## src/rtl/ata_seq_pkg.sv

```systemverilog
// Shared types and constants for the PIO sector sequencer.
// Assumes a 4-bit register address: 0..7 command block, 0xE device control.
package ata_seq_pkg;

    typedef enum logic [1:0] {
        OP_READ  = 2'd0,
        OP_WRITE = 2'd1,
        OP_PROBE = 2'd2,
        OP_BAD   = 2'd3
    } op_e;

    typedef enum logic [1:0] {
        CAUSE_NONE    = 2'd0,
        CAUSE_DEVICE  = 2'd1,
        CAUSE_TIMEOUT = 2'd2,
        CAUSE_REQUEST = 2'd3
    } cause_e;

    typedef enum logic [3:0] {
        S_IDLE,
        S_PREWAIT,
        S_CTRL,
        S_TASK,
        S_SECWAIT,
        S_RDBUS,
        S_RDOUT,
        S_WRXFER,
        S_PRBWAIT,
        S_PRBSEL,
        S_PRBPOLL,
        S_PRBDESEL,
        S_FINISH
    } state_e;

    localparam logic [7:0] ST_BSY  = 8'h80;
    localparam logic [7:0] ST_DRDY = 8'h40;
    localparam logic [7:0] ST_DF   = 8'h20;
    localparam logic [7:0] ST_ERR  = 8'h01;

    localparam logic [3:0] ADDR_DATA   = 4'h0;
    localparam logic [3:0] ADDR_COUNT  = 4'h2;
    localparam logic [3:0] ADDR_LBA0   = 4'h3;
    localparam logic [3:0] ADDR_LBA1   = 4'h4;
    localparam logic [3:0] ADDR_LBA2   = 4'h5;
    localparam logic [3:0] ADDR_DRVHD  = 4'h6;
    localparam logic [3:0] ADDR_CMDST  = 4'h7;
    localparam logic [3:0] ADDR_DEVCTL = 4'hE;

    localparam logic [7:0] CMD_RD_SECT = 8'h20;
    localparam logic [7:0] CMD_WR_SECT = 8'h30;
    localparam logic [7:0] DRVHD_BASE  = 8'hE0;

endpackage

```

## src/rtl/ata_status_eval.sv

```systemverilog
// Status evaluator with a bounded poll counter.
// MATCH_READY=1: a hit is (status & (BSY|DRDY)) == DRDY.
// MATCH_READY=0: a hit is any nonzero status (presence probe).
// Assumes the caller polls in consecutive cycles; the counter clears whenever poll is low.
module ata_status_eval
    import ata_seq_pkg::*;
#(
    parameter int LIMIT       = 1000,
    parameter bit MATCH_READY = 1'b1,
    localparam int CW = (LIMIT > 1) ? $clog2(LIMIT) : 1
) (
    input  logic       clk,
    input  logic       rst_n,
    input  logic       poll,
    input  logic [7:0] status,
    output logic       hit,
    output logic       fault,
    output logic       expired
);

    logic [CW-1:0] miss_cnt;

    // Select the hit rule for this instance.
    generate
        if (MATCH_READY) begin : g_ready
            assign hit = (status & (ST_BSY | ST_DRDY)) == ST_DRDY;
        end else begin : g_nonzero
            assign hit = status != 8'h00;
        end
    endgenerate

    assign fault   = (status & (ST_DF | ST_ERR)) != 8'h00;
    assign expired = poll && !hit && (miss_cnt == CW'(LIMIT - 1));

    // Count consecutive misses within one polling run.
    always_ff @(posedge clk) begin
        if (!rst_n) begin
            miss_cnt <= '0;
        end else if (!poll || hit || expired) begin
            miss_cnt <= '0;
        end else begin
            miss_cnt <= miss_cnt + 1'b1;
        end
    end

    // once the limit is reached the caller stops polling.
    assert_poll_stops_R11: assert property (@(posedge clk) disable iff (!rst_n)
        expired |=> !poll);

endmodule

```

## src/rtl/ata_taskfile_enc.sv

```systemverilog
// Task-file encoder: maps a programming step (0..5) to a register address and byte.
// The step order is the issue order: count, LBA low/mid/high, drive/head, command.
module ata_taskfile_enc
    import ata_seq_pkg::*;
(
    input  logic [2:0]  step,
    input  logic [7:0]  count_lo,
    input  logic [27:0] lba,
    input  logic        drive,
    input  logic        is_write,
    output logic [3:0]  addr,
    output logic [7:0]  data,
    output logic        last
);

    // Select address and byte for the current step.
    always_comb begin
        addr = ADDR_COUNT;
        data = count_lo;
        unique case (step)
            3'd0: begin addr = ADDR_COUNT; data = count_lo;     end
            3'd1: begin addr = ADDR_LBA0;  data = lba[7:0];     end
            3'd2: begin addr = ADDR_LBA1;  data = lba[15:8];    end
            3'd3: begin addr = ADDR_LBA2;  data = lba[23:16];   end
            3'd4: begin addr = ADDR_DRVHD;
                        data = DRVHD_BASE | {3'b000, drive, lba[27:24]}; end
            3'd5: begin addr = ADDR_CMDST;
                        data = is_write ? CMD_WR_SECT : CMD_RD_SECT; end
            default: begin addr = ADDR_COUNT; data = count_lo; end
        endcase
    end

    assign last = step == 3'd5;

endmodule

```

## src/rtl/ata_xfer_count.sv

```systemverilog
// Word and sector counters for the data phase.
// Assumes load happens only at request accept and step only on a completed data word.
module ata_xfer_count #(
    parameter int WORDS  = 128,
    parameter int CNTW   = 9,
    localparam int WW = (WORDS > 1) ? $clog2(WORDS) : 1
) (
    input  logic            clk,
    input  logic            rst_n,
    input  logic            load,
    input  logic [CNTW-1:0] count,
    input  logic            step,
    output logic            last_word,
    output logic            last_sector
);

    logic [WW-1:0]   word_idx;
    logic [CNTW-1:0] sec_left;

    assign last_word   = word_idx == WW'(WORDS - 1);
    assign last_sector = sec_left == CNTW'(1);

    // Advance the word index, wrapping into the next sector.
    always_ff @(posedge clk) begin
        if (!rst_n) begin
            word_idx <= '0;
            sec_left <= '0;
        end else if (load) begin
            word_idx <= '0;
            sec_left <= count;
        end else if (step) begin
            if (last_word) begin
                word_idx <= '0;
                sec_left <= sec_left - 1'b1;
            end else begin
                word_idx <= word_idx + 1'b1;
            end
        end
    end

    // data words are only moved while sectors remain.
    assert_no_underflow_R7: assert property (@(posedge clk) disable iff (!rst_n)
        step |-> sec_left != '0);

endmodule

```

## src/rtl/ata_pio_seq.sv

```systemverilog
// PIO sector transfer sequencer (top).
// Waits for readiness, programs the task file, then polls and moves each sector.
// Assumes a single-cycle register bus with read data valid in the strobe cycle.
module ata_pio_seq
    import ata_seq_pkg::*;
#(
    parameter int POLL_LIMIT   = 100000,
    parameter int PROBE_LIMIT  = 1000,
    parameter int SECTOR_WORDS = 128,
    parameter int MAX_SECTORS  = 256,
    localparam int CNTW = $clog2(MAX_SECTORS + 1)
) (
    input  logic            clk,
    input  logic            rst_n,
    input  logic            req_valid,
    output logic            req_ready,
    input  logic [1:0]      req_op,
    input  logic [27:0]     req_lba,
    input  logic [CNTW-1:0] req_count,
    input  logic            req_drive,
    output logic            done,
    output logic            fail,
    output logic [1:0]      fail_cause,
    output logic            present,
    output logic [3:0]      rb_addr,
    output logic [31:0]     rb_wdata,
    output logic            rb_wr,
    output logic            rb_rd,
    input  logic [31:0]     rb_rdata,
    output logic            rd_valid,
    input  logic            rd_ready,
    output logic [31:0]     rd_data,
    input  logic            wr_valid,
    output logic            wr_ready,
    input  logic [31:0]     wr_data
);

    state_e          state;
    op_e             op_q;
    cause_e          cause_q;
    logic [27:0]     lba_q;
    logic [CNTW-1:0] count_q;
    logic            drive_q;
    logic [2:0]      step_q;
    logic            present_q;
    logic [31:0]     rd_hold;

    logic            poll_rdy, poll_prb;
    logic            rdy_hit, rdy_fault, rdy_exp;
    logic            prb_hit, prb_fault, prb_exp;
    logic [3:0]      enc_addr;
    logic [7:0]      enc_data;
    logic            enc_last;
    logic            word_step, last_word, last_sector;
    logic            accept, bad_req;

    assign accept  = (state == S_IDLE) && req_valid;
    assign bad_req = (req_op == OP_BAD) || (req_count == '0) ||
                     (req_count > CNTW'(MAX_SECTORS));

    ata_status_eval #(.LIMIT(POLL_LIMIT), .MATCH_READY(1'b1)) u_ready (
        .clk     (clk),
        .rst_n   (rst_n),
        .poll    (poll_rdy),
        .status  (rb_rdata[7:0]),
        .hit     (rdy_hit),
        .fault   (rdy_fault),
        .expired (rdy_exp)
    );

    ata_status_eval #(.LIMIT(PROBE_LIMIT), .MATCH_READY(1'b0)) u_probe (
        .clk     (clk),
        .rst_n   (rst_n),
        .poll    (poll_prb),
        .status  (rb_rdata[7:0]),
        .hit     (prb_hit),
        .fault   (prb_fault),
        .expired (prb_exp)
    );

    ata_taskfile_enc u_enc (
        .step     (step_q),
        .count_lo (count_q[7:0]),
        .lba      (lba_q),
        .drive    (drive_q),
        .is_write (op_q == OP_WRITE),
        .addr     (enc_addr),
        .data     (enc_data),
        .last     (enc_last)
    );

    ata_xfer_count #(.WORDS(SECTOR_WORDS), .CNTW(CNTW)) u_cnt (
        .clk         (clk),
        .rst_n       (rst_n),
        .load        (accept),
        .count       (req_count),
        .step        (word_step),
        .last_word   (last_word),
        .last_sector (last_sector)
    );

    // Drive the register bus, stream handshakes and poll enables from the state.
    always_comb begin
        rb_addr   = ADDR_DATA;
        rb_wdata  = '0;
        rb_wr     = 1'b0;
        rb_rd     = 1'b0;
        wr_ready  = 1'b0;
        poll_rdy  = 1'b0;
        poll_prb  = 1'b0;
        word_step = 1'b0;
        unique case (state)
            S_PREWAIT, S_SECWAIT, S_PRBWAIT: begin
                rb_addr  = ADDR_CMDST;
                rb_rd    = 1'b1;
                poll_rdy = 1'b1;
            end
            S_PRBPOLL: begin
                rb_addr  = ADDR_CMDST;
                rb_rd    = 1'b1;
                poll_prb = 1'b1;
            end
            S_CTRL: begin
                rb_addr = ADDR_DEVCTL;
                rb_wr   = 1'b1;
            end
            S_TASK: begin
                rb_addr  = enc_addr;
                rb_wdata = {24'h0, enc_data};
                rb_wr    = 1'b1;
            end
            S_PRBSEL: begin
                rb_addr  = ADDR_DRVHD;
                rb_wdata = {24'h0, DRVHD_BASE | 8'h10};
                rb_wr    = 1'b1;
            end
            S_PRBDESEL: begin
                rb_addr  = ADDR_DRVHD;
                rb_wdata = {24'h0, DRVHD_BASE};
                rb_wr    = 1'b1;
            end
            S_RDBUS: begin
                rb_addr = ADDR_DATA;
                rb_rd   = 1'b1;
            end
            S_RDOUT: begin
                word_step = rd_ready;
            end
            S_WRXFER: begin
                wr_ready  = 1'b1;
                rb_addr   = ADDR_DATA;
                rb_wdata  = wr_data;
                rb_wr     = wr_valid;
                word_step = wr_valid;
            end
            default: ;
        endcase
    end

    // Sequence the request: accept, wait, program, per-sector poll and transfer, finish.
    always_ff @(posedge clk) begin
        if (!rst_n) begin
            state     <= S_IDLE;
            op_q      <= OP_READ;
            cause_q   <= CAUSE_NONE;
            lba_q     <= '0;
            count_q   <= '0;
            drive_q   <= 1'b0;
            step_q    <= '0;
            present_q <= 1'b0;
            rd_hold   <= '0;
        end else begin
            unique case (state)
                S_IDLE: if (req_valid) begin
                    op_q      <= op_e'(req_op);
                    lba_q     <= req_lba;
                    count_q   <= req_count;
                    drive_q   <= req_drive;
                    step_q    <= '0;
                    present_q <= 1'b0;
                    cause_q   <= CAUSE_NONE;
                    if (req_op == OP_PROBE) begin
                        state <= S_PRBWAIT;
                    end else if (bad_req) begin
                        cause_q <= CAUSE_REQUEST;
                        state   <= S_FINISH;
                    end else begin
                        state <= S_PREWAIT;
                    end
                end
                S_PREWAIT: begin
                    if (rdy_hit) begin
                        state <= (op_q == OP_READ) ? S_CTRL : S_TASK;
                    end else if (rdy_exp) begin
                        cause_q <= CAUSE_TIMEOUT;
                        state   <= S_FINISH;
                    end
                end
                S_CTRL: state <= S_TASK;
                S_TASK: begin
                    if (enc_last) begin
                        step_q <= '0;
                        state  <= S_SECWAIT;
                    end else begin
                        step_q <= step_q + 1'b1;
                    end
                end
                S_SECWAIT: begin
                    if (rdy_hit) begin
                        if (rdy_fault) begin
                            cause_q <= CAUSE_DEVICE;
                            state   <= S_FINISH;
                        end else begin
                            state <= (op_q == OP_READ) ? S_RDBUS : S_WRXFER;
                        end
                    end else if (rdy_exp) begin
                        cause_q <= CAUSE_TIMEOUT;
                        state   <= S_FINISH;
                    end
                end
                S_RDBUS: begin
                    rd_hold <= rb_rdata;
                    state   <= S_RDOUT;
                end
                S_RDOUT: if (rd_ready) begin
                    if (!last_word)       state <= S_RDBUS;
                    else if (last_sector) state <= S_FINISH;
                    else                  state <= S_SECWAIT;
                end
                S_WRXFER: if (wr_valid && last_word) begin
                    state <= last_sector ? S_FINISH : S_SECWAIT;
                end
                S_PRBWAIT: begin
                    if (rdy_hit) begin
                        state <= S_PRBSEL;
                    end else if (rdy_exp) begin
                        cause_q <= CAUSE_TIMEOUT;
                        state   <= S_FINISH;
                    end
                end
                S_PRBSEL: state <= S_PRBPOLL;
                S_PRBPOLL: begin
                    if (prb_hit) begin
                        present_q <= 1'b1;
                        state     <= S_PRBDESEL;
                    end else if (prb_exp) begin
                        state <= S_PRBDESEL;
                    end
                end
                S_PRBDESEL: state <= S_FINISH;
                S_FINISH:   state <= S_IDLE;
                default:    state <= S_IDLE;
            endcase
        end
    end

    assign req_ready  = state == S_IDLE;
    assign done       = state == S_FINISH;
    assign fail       = done && (cause_q != CAUSE_NONE);
    assign fail_cause = cause_q;
    assign present    = present_q;
    assign rd_valid   = state == S_RDOUT;
    assign rd_data    = rd_hold;

    // the command write directly follows the drive/head write.
    assert_cmd_after_drvhd_R3: assert property (@(posedge clk) disable iff (!rst_n)
        (rb_wr && rb_addr == ADDR_CMDST) |-> ($past(rb_wr) && $past(rb_addr) == ADDR_DRVHD));

    // the device control write is followed at once by the count write.
    assert_ctrl_then_count_R2: assert property (@(posedge clk) disable iff (!rst_n)
        (rb_wr && rb_addr == ADDR_DEVCTL) |=> (rb_wr && rb_addr == ADDR_COUNT));

    // a stalled read word holds.
    assert_rd_hold_R8: assert property (@(posedge clk) disable iff (!rst_n)
        (rd_valid && !rd_ready) |=> (rd_valid && $stable(rd_data)));

    // completion is a single-cycle pulse; an accepted request drops req_ready.
    assert_done_pulse_R13: assert property (@(posedge clk) disable iff (!rst_n)
        done |=> !done);
    assert_accept_busy_R13: assert property (@(posedge clk) disable iff (!rst_n)
        (req_valid && req_ready) |=> !req_ready);

    // the bus never carries a read and a write strobe together.
    assert_one_strobe_R1: assert property (@(posedge clk) disable iff (!rst_n)
        !(rb_rd && rb_wr));

endmodule

```

## config.mk

```make
export PLATFORM = sky130hd
export DESIGN_NAME = ata_pio_seq
export DESIGN_NICKNAME = d
export VERILOG_FILES = /design/src/rtl/ata_seq_pkg.sv /design/src/rtl/ata_status_eval.sv /design/src/rtl/ata_taskfile_enc.sv /design/src/rtl/ata_xfer_count.sv /design/src/rtl/ata_pio_seq.sv
export SDC_FILE = /design/constraint.sdc
export NUM_CORES = 1
export LEC_CHECK = 0
export BUFFER_PORTS_ARGS = -buffer_cell sky130_fd_sc_hd__buf_4
export CAP_MARGIN = 20
export CORE_ASPECT_RATIO = 0.8
export CORE_UTILIZATION = 55
export DETAILED_ROUTE_END_ITERATION = 16
export PLACE_DENSITY = 0.84
export SLEW_MARGIN = 20
export SYNTH_ARGS = -nofsm -noshare
export SYNTH_HDL_FRONTEND = slang
export SYNTH_SLANG_ARGS = --single-unit
```

## constraint.sdc

```tcl
create_clock -name clk -period 3.4 [get_ports clk]
set_input_delay 0.17 -clock clk [delete_from_list [all_inputs] [get_ports clk]]
set_output_delay 0.17 -clock clk [all_outputs]
set_load 0.005 [all_outputs]
```

# == Yosys cells after proc, flatten, opt, wreduce, memory -nomap -nowiden ==
# Index checks and enable logic that the tools add are counted.
# classes
n_addsub,5
order_cmp,1
n_eq_ne,33
n_mux,47
n_bitwise,1
reduce_logical,43
# op_table
operator,count
32-bit one-hot mux with 4 select lines,1
4-bit 2-to-1 mux,15
4-bit one-hot mux with 12 select lines,1
8-bit one-hot mux with 5 select lines,1
9-bit 2-to-1 mux,3
4-bit equality test (second input constant),5
17-bit by 1-bit adder with 17-bit output (second input constant),1
17-bit equality test (second input constant),1
4-bit by 3-bit equality test with 1-bit output (second input constant),4
2-bit 2-to-1 mux,8
4-bit one-hot mux with 4 select lines,1
8-bit nonzero test,2
3-bit one-hot mux with 5 select lines,1
10-bit by 1-bit adder with 10-bit output (second input constant),1
10-bit equality test (second input constant),1
2-bit nonzero test,5
2-bit OR reduction,5
9-bit by 1-bit equality test with 1-bit output (second input constant),1
9-bit greater-than comparator (second input constant),1
9-bit zero test,1
9-bit by 1-bit subtractor with 9-bit output (second input constant),1
4-bit by 2-bit equality test with 1-bit output (second input constant),2
2-bit inequality test (second input constant),4
4-bit OR reduction,2
other kinds (32),62
# totals
regBits,124
output_inout_bits,78

# == Longest topological paths before layout ==
# Gate-level depths: netlist (run 1).
# logic_depth
word_depth,8
mapped_depth,9
ltp_nobuf,7

# == Cells and area by module ==
# Synthesis (run 1) repeated with hierarchy kept, for this count alone.
# hier_totals
hier_cells,814
hier_area_um2,6419.9
# by_module_without_submodules
module,instances,cells_each,area_each_um2
ata_pio_seq,1,509,3783.6
ata_xfer_count,1,97,844.6
ata_status_eval (u_ready),1,92,809.5
ata_taskfile_enc,1,65,499.2
ata_status_eval (u_probe),1,51,483.0

# == Worst setup path after synthesis (run 1) ==
# No wires, ideal clock.
# synth_timing
path_type,reg2reg
from,register u_cnt.word_idx[0]
to,register state[2]
setup_ns,0.069
arrival_ns,1.974
required_ns,3.331
slack_ns,1.357
stages_incl_launch_ff,8
period_less_slack_ns,2.043
cell_sequence,dfxtp_1 > ha_1 > nand4_2 > nor2_2 > a21boi_0 > or4_4 > a2111o_1 > o21ai_1
# synth_via
elab_chain_len,4
elab_cells_between_ends,7
# synth_lines
item,line,text
"start, declared",ata_xfer_count.sv:17,logic [WW-1:0] word_idx;
"start signal, assigned",ata_xfer_count.sv:36,word_idx <= word_idx + 1'b1;
7-bit equality test *,ata_xfer_count.sv:20,assign last_word = word_idx == WW'(WORDS - 1);
4-bit 2-to-1 mux / 1-bit logical AND (equally long branches),"ata_pio_seq.sv:226, ata_pio_seq.sv:230",
4-bit 2-to-1 mux / 2-bit inequality test (equally long branches),--,
4-bit one-hot mux with 12 select lines / 5-bit AND reduction (equally long branches),--,
"end signal, assigned",ata_pio_seq.sv:193,state <= (op_q == OP_READ) ? S_CTRL : S_TASK;
"end signal, assigned",ata_pio_seq.sv:214,state <= (op_q == OP_READ) ? S_RDBUS : S_WRXFER;
"end signal, assigned",ata_pio_seq.sv:231,state <= last_sector ? S_FINISH : S_SECWAIT;
"end, declared",ata_pio_seq.sv:38,state_e state;
# Every way passes the cells marked *; elsewhere a longest branch is shown, timed or not. The select of a mux whose other input is x is not followed.
# A chain may end at the register's enable or synchronous reset.

# == Worst setup path after layout (run 1) ==
# layout_timing
from,register step_q[2]
to,output port rb_wdata[5]
# layout_via
elab_chain_len,3
elab_cells_between_ends,7
# layout_lines
item,line,text
"start, declared",ata_pio_seq.sv:44,logic [2:0] step_q;
"start signal, assigned",ata_pio_seq.sv:205,step_q <= step_q + 1'b1;
"3-bit equality test, or another cell as far along",ata_taskfile_enc.sv:20,unique case (step)
8-bit one-hot mux with 5 select lines *,ata_taskfile_enc.sv:20,
32-bit one-hot mux with 4 select lines *,ata_pio_seq.sv:112,unique case (state)
"end, declared",ata_pio_seq.sv:26,"output logic [31:0] rb_wdata,"
# Every way passes the cells marked *; elsewhere a longest branch is shown, timed or not.

==> summary.md, run 1 <==
| Metric | Value |
|---|---|
| Seq/Total Area, Yosys | `42.29%` |
| Final hold violations | `0` |
| Pre-CTS WS | `995.4 ps` |
| # setup viols final | `0` |
| Post-synth EDFFs | `0` |
| RD Place Congestion | `0.9152` |
| GRT Overall Usage | `31.76%` |
| Root Buffer | `clkbuf_16` |
| Largest net degree at the start of global routing | `54` |
| Number of port buffers | `186` |
| Pre-antenna DRT Iters | `7` |
| Via count | `6433` |
| Slew HR | `41.32%` |
| Share of the clock period used by the worst path | `85.88%` |
| CP Class | `reg -> out` |
| RR Startpoint | `state[2]` |
| Slowest stage delay, CP | `560 ps` |
| CP Capture Type | `output pin` |
| CP required | `3230 ps` |
| Top_reg_cell synth | `dfxtp_1` |
| CTS tree | `done` |
| Initial antenna violation count | `0` |
| Synth cell types | `57` |
| Flops & latches, synth | `124` |
| Unrepaired setup endpoints after global routing | `no` |
| DR vias/cell | `5.693` |
| Power Density | `583.7 nW/um2` |
| Area leader, netlist | `dfxtp_1` |
| Std cell rows | `33` |
| Nets@finish | `1092` |
| Most numerous cell in the Yosys netlist | `nand2_1` |
| N_diodes | `0` |
| Max Freq | `342.5 MHz` |
| Leak | `3.328 nW` |
| Mapped Area | `5869 um2` |
| FF-to-FF setup slack | `930 ps` |
| Final Max Slew Viols | `0` |
| CTS sink cnt | `124` |
| Worst setup SP type | `flop` |
| Critical R2R Capture | `u_ready.miss_cnt[13]` |
| Post-Layout Inst Area | `8268 um2` |
| DR iter-0 viols | `575` |
| Die Area | `11090 um2` |
| Hold depth | `3` |
| Ys Warns | `0` |
| Max Cap Viol | `0` |
| TNS Setup | `0 ps` |
| Global-route wire length before repair | `28010 um` |
| Post-Syn Instances | `777` |
| Ys async rst share | `0%` |
| Initial Util | `56.86%` |
| Post-DP HPWL | `12420 um` |
| FF-to-FF path depth | `6` |
| Synth Net Count | `892` |
| WL/cell | `16.08 um` |
| Clk_lat worst skew | `420 ps` |
| Die X | `117.5 um` |
| H-Tree Depth | `4` |
| Top Ports | `187` |
| Area Overhead vs Synth | `40.87%` |
| Worst min path class | `in -> reg` |
| Clock Pin Slew Worst Setup and Hold Paths | `60 ps` |
| Die Ht | `94.40 um` |
| Final WL | `18170 um` |
| Worst Skew | `7.506 ps` |
| Fin crit period | `2920 ps` |
| Share of the synthesized area in the top cell type | `42.29%` |
| Worst-margin pin slew | `878.9 ps` |
| Core area | `10320 um2` |
| Area after DPL | `7342 um2` |
| Top cells by count, synth | `nand2_1, dfxtp_1, a21oi_1, nor2_1, clkbuf_1` |
| Cts bufs inserted | `17` |
| Post-Layout Cell Count | `1130` |
| Status | `finished clean` |
| Global route overflow | `0` |
| Max FO, Critical Path | `12` |
| Area contributors post-synth | `dfxtp_1, nand2_1, a21oi_1` |
| Syn_area_per_cell | `7.554 um2` |
| Max rail drop VDD | `0.4308 mV` |
| CP Cell Sequence | `inv_1, ha_1, nor2_1, a21oi_1, a2bb2oi_1, o21ai_0, buf_4` |
| Number of buffers on the longest clock path | `2` |
| # DRC | `0` |
| Hold_sp | `req_lba[8]` |
| Worst setup margin | `480.1 ps` |
| Critical path arrival | `2750 ps` |
| Dpl cells | `1065` |
| Critical path's slowest cell | `dfxtp_1` |
| Worst Hold End | `lba_q[8]` |
| Vias in the first global route | `5832` |
| Fraction of layout cells with a size suffix above 1 | `24.04%` |
| Final ANT Viol Nets | `0` |
## worst max-delay path by stage
stage | start | endpoint | cells after the start
after global routing | step_q[2] | rb_wdata[4] | 6
after CTS | step_q[2] | rb_wdata[5] | 7
after floorplan | u_cnt.word_idx[0] | state[2] | 7
after detailed placement | step_q[2] | rb_wdata[5] | 7
after global placement | state[3] | state[2] | 6
final | step_q[2] | rb_wdata[5] | 7
## power breakdown
group | switching (W) | total, W | internal, W | leakage (nW)
clock network | 0.000685 | 0.00181 | 0.00112 | 0.291
registers | 0.000156 | 0.00177 | 0.00161 | 1.01
logic | 0.000719 | 0.00125 | 0.000529 | 2.03
total | 0.00156 | 0.00483 | 0.00327 | 3.33
## logic make-up (layout without fill, tap and decap cells)
group                      count (synthesis)  count (layout)  share of synthesized area, %
xor gates and xnor gates                  28              28                         4.178
and+or+nand+nor                          369             369                         29.10
muxes                                      3               3                        0.5116
AOI/OAI and AO/OA                        191             191                         18.87
DFF                                      124             124                         42.29
buffers and inverters                     55             268                         3.603
adders and majority gates                  7               7                         1.450
## final cells by class
class	count	area [um2]
clock buffers	20	456.7
clock inverters	12	138.9
fillers	701	2054
inverters	10	37.54
multi-input cells	598	3186
flip-flops and latches	124	2482
well taps	140	175.2
repair buffers	226	1792
## sequential cells by signal, indices dropped and copies added, names as in the netlist
| name | cells |
|---|---|
| u_cnt.sec_left | 9 |
| lba_q | 28 |
| count_q | 8 |
| present | 1 |
| drive_q | 1 |
| u_ready.miss_cnt | 17 |
| u_probe.miss_cnt | 10 |
| op_q | 2 |
| rd_data | 32 |
| step_q | 3 |
| state | 4 |
| u_cnt.word_idx | 7 |
| fail_cause | 2 |
## cells in the final DEF (no fill, tap or decap), types with 3 or more instances in the layout
cell type        n
nor3_1          14
nor4_1           7
and3_1           6
or3_1            9
dlygate4sd3_1   33
clkbuf_16       17
ha_1             6
a21oi_1        102
xnor2_1         11
xor2_1          17
a2bb2oi_1        3
o21ai_0         35
o211ai_1         4
nand4_1          9
a22oi_1         13
a31oi_1          6
nand2_1        178
nand3b_1         3
buf_4          192
o21a_1           4
dfxtp_1        124
and2_1          25
a21boi_0         4
mux2i_1          3
nor2b_1          9
o22ai_1          3
nand3_1         17
nor2_1          66
nor3b_1          4
clkinv_4         5
inv_1            9
nand2b_1         6
## what timing repair did
item / in CTS / in global routing
endpoints found under the setup margin: 0 / 0
resized for setup: 0 / 0
endpoints found under the hold margin: 33 / 0
hold buffers: 33 / 0
buffers inserted: 0 / 0
## per-stage QoR
stage	util (%)	power, W	hold WS, ps
5_1_grt	80.10	0.005022	5.470
3_3_place_gp	71.08	0.002932	416.3
6_report	80.10	0.004826	7.842
3_5_place_dp	71.13	0.002971	426.7
2_1_floorplan	-	0.002481	306.0
4_1_cts	80.10	0.004812	0.08202
## per-layer routing
metal  vias to the layer above  routed length (um)  share of wire [%]  GRT usage [%]
met3                        44                1419                7.8          7.548
met5                         -                   0                  0              0
met2                       315                8588                 47          53.35
li1                       3063                   -                  -              -
met4                         0                 447                2.5          12.61
met1                      3011                7708                 42          39.77
## worst max-delay path, delay by kind of cell, from the launching register on
| family | cells | cell delay (ps) |
|---|---|---|
| buffers and inverters | 2 | 290 |
| AO/OA/AOI/OAI | 3 | 590 |
| flip-flops | 1 | 560 |
| adder cells (fa/ha/maj) | 1 | 390 |
| AND/OR/NAND/NOR | 1 | 510 |
Note: power is estimated with default switching activity, not from simulation.
==> inputs of run 2 (changes only) <==
- clock period: 3.4 -> 3.65 ns (I/O delays scaled with it)
==> run 2 against run 1 <==
Combinational power down 10%. Global-route usage down 0.41 points. Wire length down 3.0%. Via count down 3.0%.
==> summary.md, run 2 (synthesis results as in run 1) <==
| Metric | Value |
|---|---|
| Max Cap Viol | `0 (unchanged)` |
| Setup bufs post-CTS | `0 (unchanged)` |
| CTS tree | `done` |
| Number of port buffers | `186 (unchanged)` |
| Worst Hold End | `lba_q[15]` |
| Core area | `10320 um2 (unchanged)` |
| Switching Share | `30.69% (-1.6 points)` |
| Worst min path class | `in -> reg` |
| GRT Overall Usage | `31.35% (-0.41 points)` |
| Max rail drop VDD | `0.3969 mV (-7.9%)` |
| Clock Pin Slew Worst Setup and Hold Paths | `60 ps (about the same)` |
| Met1 GRT Util | `39.03% (-0.74 points)` |
| CP Cell Sequence | `inv_1, ha_1, nor2_1, a21oi_1, o41ai_1, buf_4` |
| Max Freq | `324.9 MHz` |
| CP required | `3470 ps (+240 ps)` |
| Area Overhead vs Synth | `35.15%` |
| Hold_sp | `req_lba[15]` |
| Worst Path Buf+Inv | `2 (unchanged)` |
| CTS Hold Bufs | `0 (-100%)` |
| Root Buffer | `clkbuf_16` |
| Top Ports | `187 (unchanged)` |
| Sequential power share | `36.6% (about the same)` |
| Met3 global-route usage | `8.213% (+0.66 points)` |
| # DRC | `0 (unchanged)` |
| Initial Util | `56.86% (unchanged)` |
| Largest net degree at the start of global routing | `65 (+20%)` |
| RR Startpoint | `state[2]` |
| Max FO, Critical Path | `12 (unchanged)` |
| H-Tree Depth | `4 (unchanged)` |
| # setup viols final | `0 (unchanged)` |
| FF-to-FF setup slack | `1090 ps (+160 ps)` |
| Worst Skew | `11.89 ps (+4.384 ps)` |
| Pre-antenna DRT Iters | `9 (+2)` |
| Worst setup SP type | `flop` |
| DR vias/cell | `5.699 (+0.10%)` |
| Grt met2 use | `52.17% (-1.2 points)` |
| Die Area | `11090 um2 (unchanged)` |
| Leak | `3.189 nW (-4.2%)` |
| CP Capture Type | `output pin` |
| Fraction of layout cells with a size suffix above 1 | `24.61% (+0.57 points)` |
| Vias in the first global route | `5795 (-0.63%)` |
| Die X | `117.5 um (unchanged)` |
| TNS Setup | `0 ps (unchanged)` |
| Status | `finished clean` |
| Nets@finish | `1060 (-2.9%)` |
| Commonest non-fill, non-tap cell in the layout | `buf_4` |
| Critical path's slowest cell | `nor2_1` |
| Std cell rows | `33 (unchanged)` |
| Final hold violations | `0 (unchanged)` |
| DR iter-0 viols | `623 (+8.3%)` |
| Slew HR | `40.46% (-0.87 points)` |
| Comb pwr share | `25.1% (-0.8 points)` |
| N_diodes | `0 (unchanged)` |
| Clk_lat worst skew | `420 ps (about the same)` |
| Internal Power | `0.003096 W (-5.2%)` |
| Global route overflow | `0 (unchanged)` |
| Critical R2R Capture | `state[0]` |
| Pre-CTS WS | `1173 ps (+177.8 ps)` |
| Initial antenna violation count | `0 (unchanged)` |
| Final Max Slew Viols | `0 (unchanged)` |
| Clock power share | `38.2% (+0.7 points)` |
| Post-DP HPWL | `12390 um (-0.21%)` |
| Final WL | `17630 um (-3.0%)` |
| Power Density | `563.1 nW/um2 (-3.5%)` |
| Via count | `6240 (-3.0%)` |
| Top delay family on crit path | `compound AO/OA/AOI/OAI gates` |
| Share of the clock period used by the worst path | `84.33%` |
| Fillers | `763 (+8.8%)` |
| WL/cell | `16.10 um (+0.14%)` |
| Max reg flops | `32 (unchanged)` |
| Hold depth | `3 (unchanged)` |
| Number of buffers on the longest clock path | `2 (unchanged)` |
| FF-to-FF path depth | `6 (unchanged)` |
| Global-route wire length before repair | `27670 um (-1.2%)` |
| RD Place Congestion | `0.9105 (-0.51%)` |
| Switching power | `0.001371 W (-12%)` |
| CP Class | `reg -> out` |
| CTS sink cnt | `124 (unchanged)` |
| Worst setup margin | `571.8 ps (+91.73 ps)` |
| Top Usage Layer GRT | `met2` |
| Die Ht | `94.40 um (unchanged)` |
| CTS resizes | `0 (unchanged)` |
| Slowest stage delay, CP | `600 ps (+40 ps)` |
| Fin crit period | `3078 ps` |
| Cts bufs inserted | `17 (unchanged)` |
| Unrepaired setup endpoints after global routing | `no` |
| Most frequent cells in the layout | `buf_4, nand2_1, dfxtp_1` |
| Final ANT Viol Nets | `0 (unchanged)` |
| Worst-margin pin slew | `892.1 ps (+13.27 ps)` |
| Critical path arrival | `2900 ps (+150 ps)` |
[run 2: per-stage QoR]
stage	cell area (um2)	power (W)	instances	utilization [%]	hold slack (ps)
2_1_floorplan	5869	0.002311	777	-	318.5
3_3_place_gp	7332	0.002709	1066	71.03	429.8
3_5_place_dp	7332	0.002743	1066	71.03	440.9
4_1_cts	7931	0.004440	1095	76.84	11.73
5_1_grt	7933	0.004647	1095	76.85	18.49
6_report	7933	0.004467	1095	76.85	12.41
[run 2: worst max-delay path by stage]
stage | from | endpoint | slack [ps] | cells after the start
after global routing | step_q[2] | rb_wdata[4] | 400 | 6
after floorplan | u_cnt.word_idx[0] | state[2] | 1610 | 7
after global placement | step_q[2] | rb_wdata[4] | 1290 | 6
after CTS | step_q[2] | rb_wdata[4] | 650 | 6
after detailed placement | step_q[2] | rb_wdata[4] | 1170 | 6
final | step_q[2] | rb_wdata[4] | 570 | 6
[run 2: layout make-up]
cell class	instances	area [um2]	area share (%)
clock buffer	23	488.0	6.151
timing repair buffer	194	1456	18.36
multi-input combinational	598	3181	40.09
sequential	124	2482	31.29
clock inverter	6	111.4	1.404
tap	140	175.2	2.208
inverter	10	38.79	0.4890
[run 2: layer usage]
| layer | part of all wire, % | vias to the layer above |
|---|---|---|
| met5 | 0 | - |
| met4 | 1.9 | 0 |
| met3 | 10 | 39 |
| met2 | 48 | 348 |
| met1 | 40 | 2849 |
| li1 | - | 3004 |
[run 2: power groups by stage]
stage / clock network (W) / logic (W) / registers, W
after floorplan: 0 / 0.000705 / 0.00161
after global placement: 0 / 0.00106 / 0.00165
after detailed placement: 0 / 0.00109 / 0.00166
after CTS: 0.00171 / 0.00110 / 0.00163
after global routing: 0.00177 / 0.00123 / 0.00165
final: 0.00171 / 0.00112 / 0.00164
[run 2: worst reg2reg max path: cells and delay by family, from the launching register on]
kind,cells,cell delay [ps]
compound gates,3,620
simple gates,3,1180
flops,1,680
==> inputs of run 3 (changes only) <==
- ABC_AREA: default -> 1
- CORE_UTILIZATION: 55 -> 47
- PLACE_DENSITY: 0.84 -> 0.76
- clock period: 3.65 -> 2.5 ns (I/O delays scaled with it)
==> run 3 against run 2 <==
Register-to-register slack worse by 660 ps. Clock skew is 3.5 ps lower. Synthesized cell count is 12% higher. Sequential power is 53% higher. Die area is 21% higher. Area after synthesis is 3.4% higher. Non-clock buffer count is 57 higher. Via count is 3.5% higher. Largest power group is now registers.
==> summary.md, run 3 <==
| Metric | Value |
|---|---|
| Status | `finished clean` |
| # DRC | `0 (unchanged)` |
| H-Tree Depth | `4 (unchanged)` |
| Slew HR | `54.43% (+14 points)` |
| Number of buffers on the longest clock path | `2 (unchanged)` |
| DR iter-0 viols | `378 (-39%)` |
| Post-Syn Instances | `873 (+12%)` |
| Final ANT Viol Nets | `0 (unchanged)` |
| Global route overflow | `0 (unchanged)` |
| N_diodes | `0 (unchanged)` |
| Root Buffer | `clkbuf_16` |
| DR vias/cell | `4.978 (-13%)` |
| Max Cap Viol | `0 (unchanged)` |
| Flops & latches, synth | `124 (unchanged)` |
| Initial Util | `49.00% (-7.9 points)` |
| GRT Overall Usage | `26.57% (-4.8 points)` |
| Top Ports | `187 (unchanged)` |
| Worst min path class | `in -> reg` |
| Die Ht | `103.6 um (+9.8%)` |
| CTS tree | `done` |
| Area Overhead vs Synth | `44.42%` |
| WL/cell | `13.22 um (-18%)` |
| Post-DP HPWL | `11730 um (-5.3%)` |
| Most numerous cell in the Yosys netlist | `nand2_1` |
| Core area | `12390 um2 (+20%)` |
| Synth cell types | `45 (-21%)` |
| Unrepaired setup endpoints after global routing | `no` |
| Initial antenna violation count | `0 (unchanged)` |
| CTS sink cnt | `124 (unchanged)` |
| Largest net degree at the start of global routing | `49 (-25%)` |
| Worst setup SP type | `flop` |
| Global-route wire length before repair | `28170 um (+1.8%)` |
| Synth Net Count | `988 (+11%)` |
| Slowest stage delay, CP | `420 ps (-180 ps)` |
| Syn_area_per_cell | `6.953 um2 (-8.0%)` |
| Critical path arrival | `2160 ps (-740 ps)` |
| Area contributors post-synth | `dfxtp_1, nand2_1, nor2_1` |
| Share of the clock period used by the worst path | `91.58%` |
| Ys async rst share | `0% (unchanged)` |
| CP Cell Sequence | `nand2_1, inv_1, ha_2, inv_1, nand2_1, nor2_1, nand2_2, nand2_1, nor3_1, o221ai_1, buf_4` |
| Crit path top cell by count | `nand2_1` |
| Commonest non-fill, non-tap cell in the layout | `buf_4` |
| Fin crit period | `2289 ps` |
| Power Density | `849.9 nW/um2 (+51%)` |
| Most frequent cells in the layout | `buf_4, nand2_1, nor2_1` |
| Clock Pin Slew Worst Setup and Hold Paths | `60 ps (about the same)` |
| Final Max Slew Viols | `0 (unchanged)` |
| Std cell rows | `36 (+9.1%)` |
| CP Class | `reg -> out` |
| CP required | `2380 ps (-1090 ps)` |
| Final hold violations | `0 (unchanged)` |
| Max rail drop VDD | `0.6581 mV (+66%)` |
| Fillers | `1006 (+32%)` |
| Area leader, netlist | `dfxtp_1` |
| Die Area | `13380 um2 (+21%)` |
| Vias in the first global route | `5923 (+2.2%)` |
| Number of port buffers | `186 (unchanged)` |
| Worst Skew | `8.390 ps (-3.500 ps)` |
| Worst-margin pin slew | `682.5 ps (-209.6 ps)` |
| Max Freq | `436.8 MHz` |
| RD Place Congestion | `0.9597 (+5.4%)` |
| Pre-antenna DRT Iters | `5 (-4)` |
| CP Capture Type | `output pin` |
| Max reg flops | `32 (unchanged)` |
| Share of the synthesized area in the top cell type | `40.90% (-1.4 points)` |
| Top cells by count, synth | `nand2_1, nor2_1, dfxtp_1, inv_1, o21ai_0` |
| Die X | `129.1 um (+9.8%)` |
| Nets@finish | `1229 (+16%)` |
| Top_reg_cell synth | `dfxtp_1` |
| Ys Warns | `0 (unchanged)` |
| Clk_lat worst skew | `410 ps (about the same)` |
| Seq/Total Area, Yosys | `40.90% (-1.4 points)` |
| Mapped Area | `6070 um2 (+3.4%)` |
| Cts bufs inserted | `17 (unchanged)` |
| Max FO, Critical Path | `10 (-2)` |
| TNS Setup | `0 ps (unchanged)` |
| Final total power | `0.007450 W (+67%)` |
| Post-synth EDFFs | `0 (unchanged)` |
| Final WL | `17160 um (-2.7%)` |
| Critical path's slowest cell | `dfxtp_1` |
| Fraction of layout cells with a size suffix above 1 | `24.58% (-0.029 points)` |
| Via count | `6461 (+3.5%)` |
| # setup viols final | `0 (unchanged)` |
| Leak | `4.023 nW (+26%)` |
==> run 3: per-stage QoR <==
| stage | cell area (um2) | util (%) | worst slack (ps) | hold WS (ps) | instances |
|---|---|---|---|---|---|
| after global placement | 7575 | 61.15 | 547.1 | 346.5 | 1206 |
| after global routing | 8766 | 70.77 | 41.00 | 32.27 | 1298 |
| after detailed placement | 7575 | 61.15 | 484.1 | 352.0 | 1206 |
| after floorplan | 6070 | - | 929.2 | 259.9 | 873 |
| after CTS | 8761 | 70.73 | 55.67 | 0.7741 | 1298 |
| final | 8766 | 70.77 | 210.5 | 11.57 | 1298 |
==> run 3: kinds of logic after synthesis <==
kind of cell / share of synthesized area, %
buffers and inverters: 8.575
adder cells (fa/ha/maj): 1.237
AO/OA/AOI/OAI: 17.01
flip-flops: 40.90
AND/OR/NAND/NOR: 30.26
XOR/XNOR: 2.020
==> run 3: power breakdown <==
| group | switching [W] | internal (W) | leakage, nW |
|---|---|---|---|
| Sequential | 0.000206 | 0.00230 | 1.01 |
| Clock | 0.000962 | 0.00149 | 0.286 |
| Combinational | 0.00152 | 0.000978 | 2.73 |
| Total | 0.00268 | 0.00477 | 4.02 |
==> run 3: worst paths after layout <==
kind                            cells past startpoint  slack, ps                end       start
worst max-delay path                               11        210        rb_wdata[4]   step_q[0]
worst min register to register                      2        470          lba_q[19]   lba_q[19]
worst min-delay path                                3         10           lba_q[7]  req_lba[7]
worst max register to register                      9        430  u_cnt.word_idx[5]    state[2]
==> run 3: cell type report <==
type / instances / area [um2] / area share [%]
clock inverter: 14 / 156.4 / 1.784
multi-input combinational: 620 / 3074 / 35.07
inverter: 100 / 375.4 / 4.282
tap: 171 / 214.0 / 2.441
sequential: 124 / 2482 / 28.32
clock buffer: 18 / 429.2 / 4.896
timing repair buffer: 251 / 2034 / 23.21
==> run 3: repair_timing <==
action	4_1_cts	5_1_grt
hold endpoints to repair	61	0
resized for setup	0	2
endpoints found under the setup margin	0	8
buffers inserted	0	0
hold buffers	60	0
==> run 3: worst max-delay path, delay by kind of cell, from the launching register on <==
kind                       cells  cell delay (ps)
DFF                            1              420
AOI/OAI and AO/OA              1              130
buffers and inverters          3              320
adders and majority gates      1              230
and+or+nand+nor                6              650
==> run 3: routing by layer <==
| layer | track usage [%] | routed length, um | part of all wire [%] |
|---|---|---|---|
| met1 | 34.80 | 7778 | 45 |
| met5 | 0 | 0 | 0 |
| met3 | 6.767 | 1127 | 6.6 |
| met2 | 41.78 | 7902 | 46 |
| met4 | 9.916 | 347 | 2.0 |
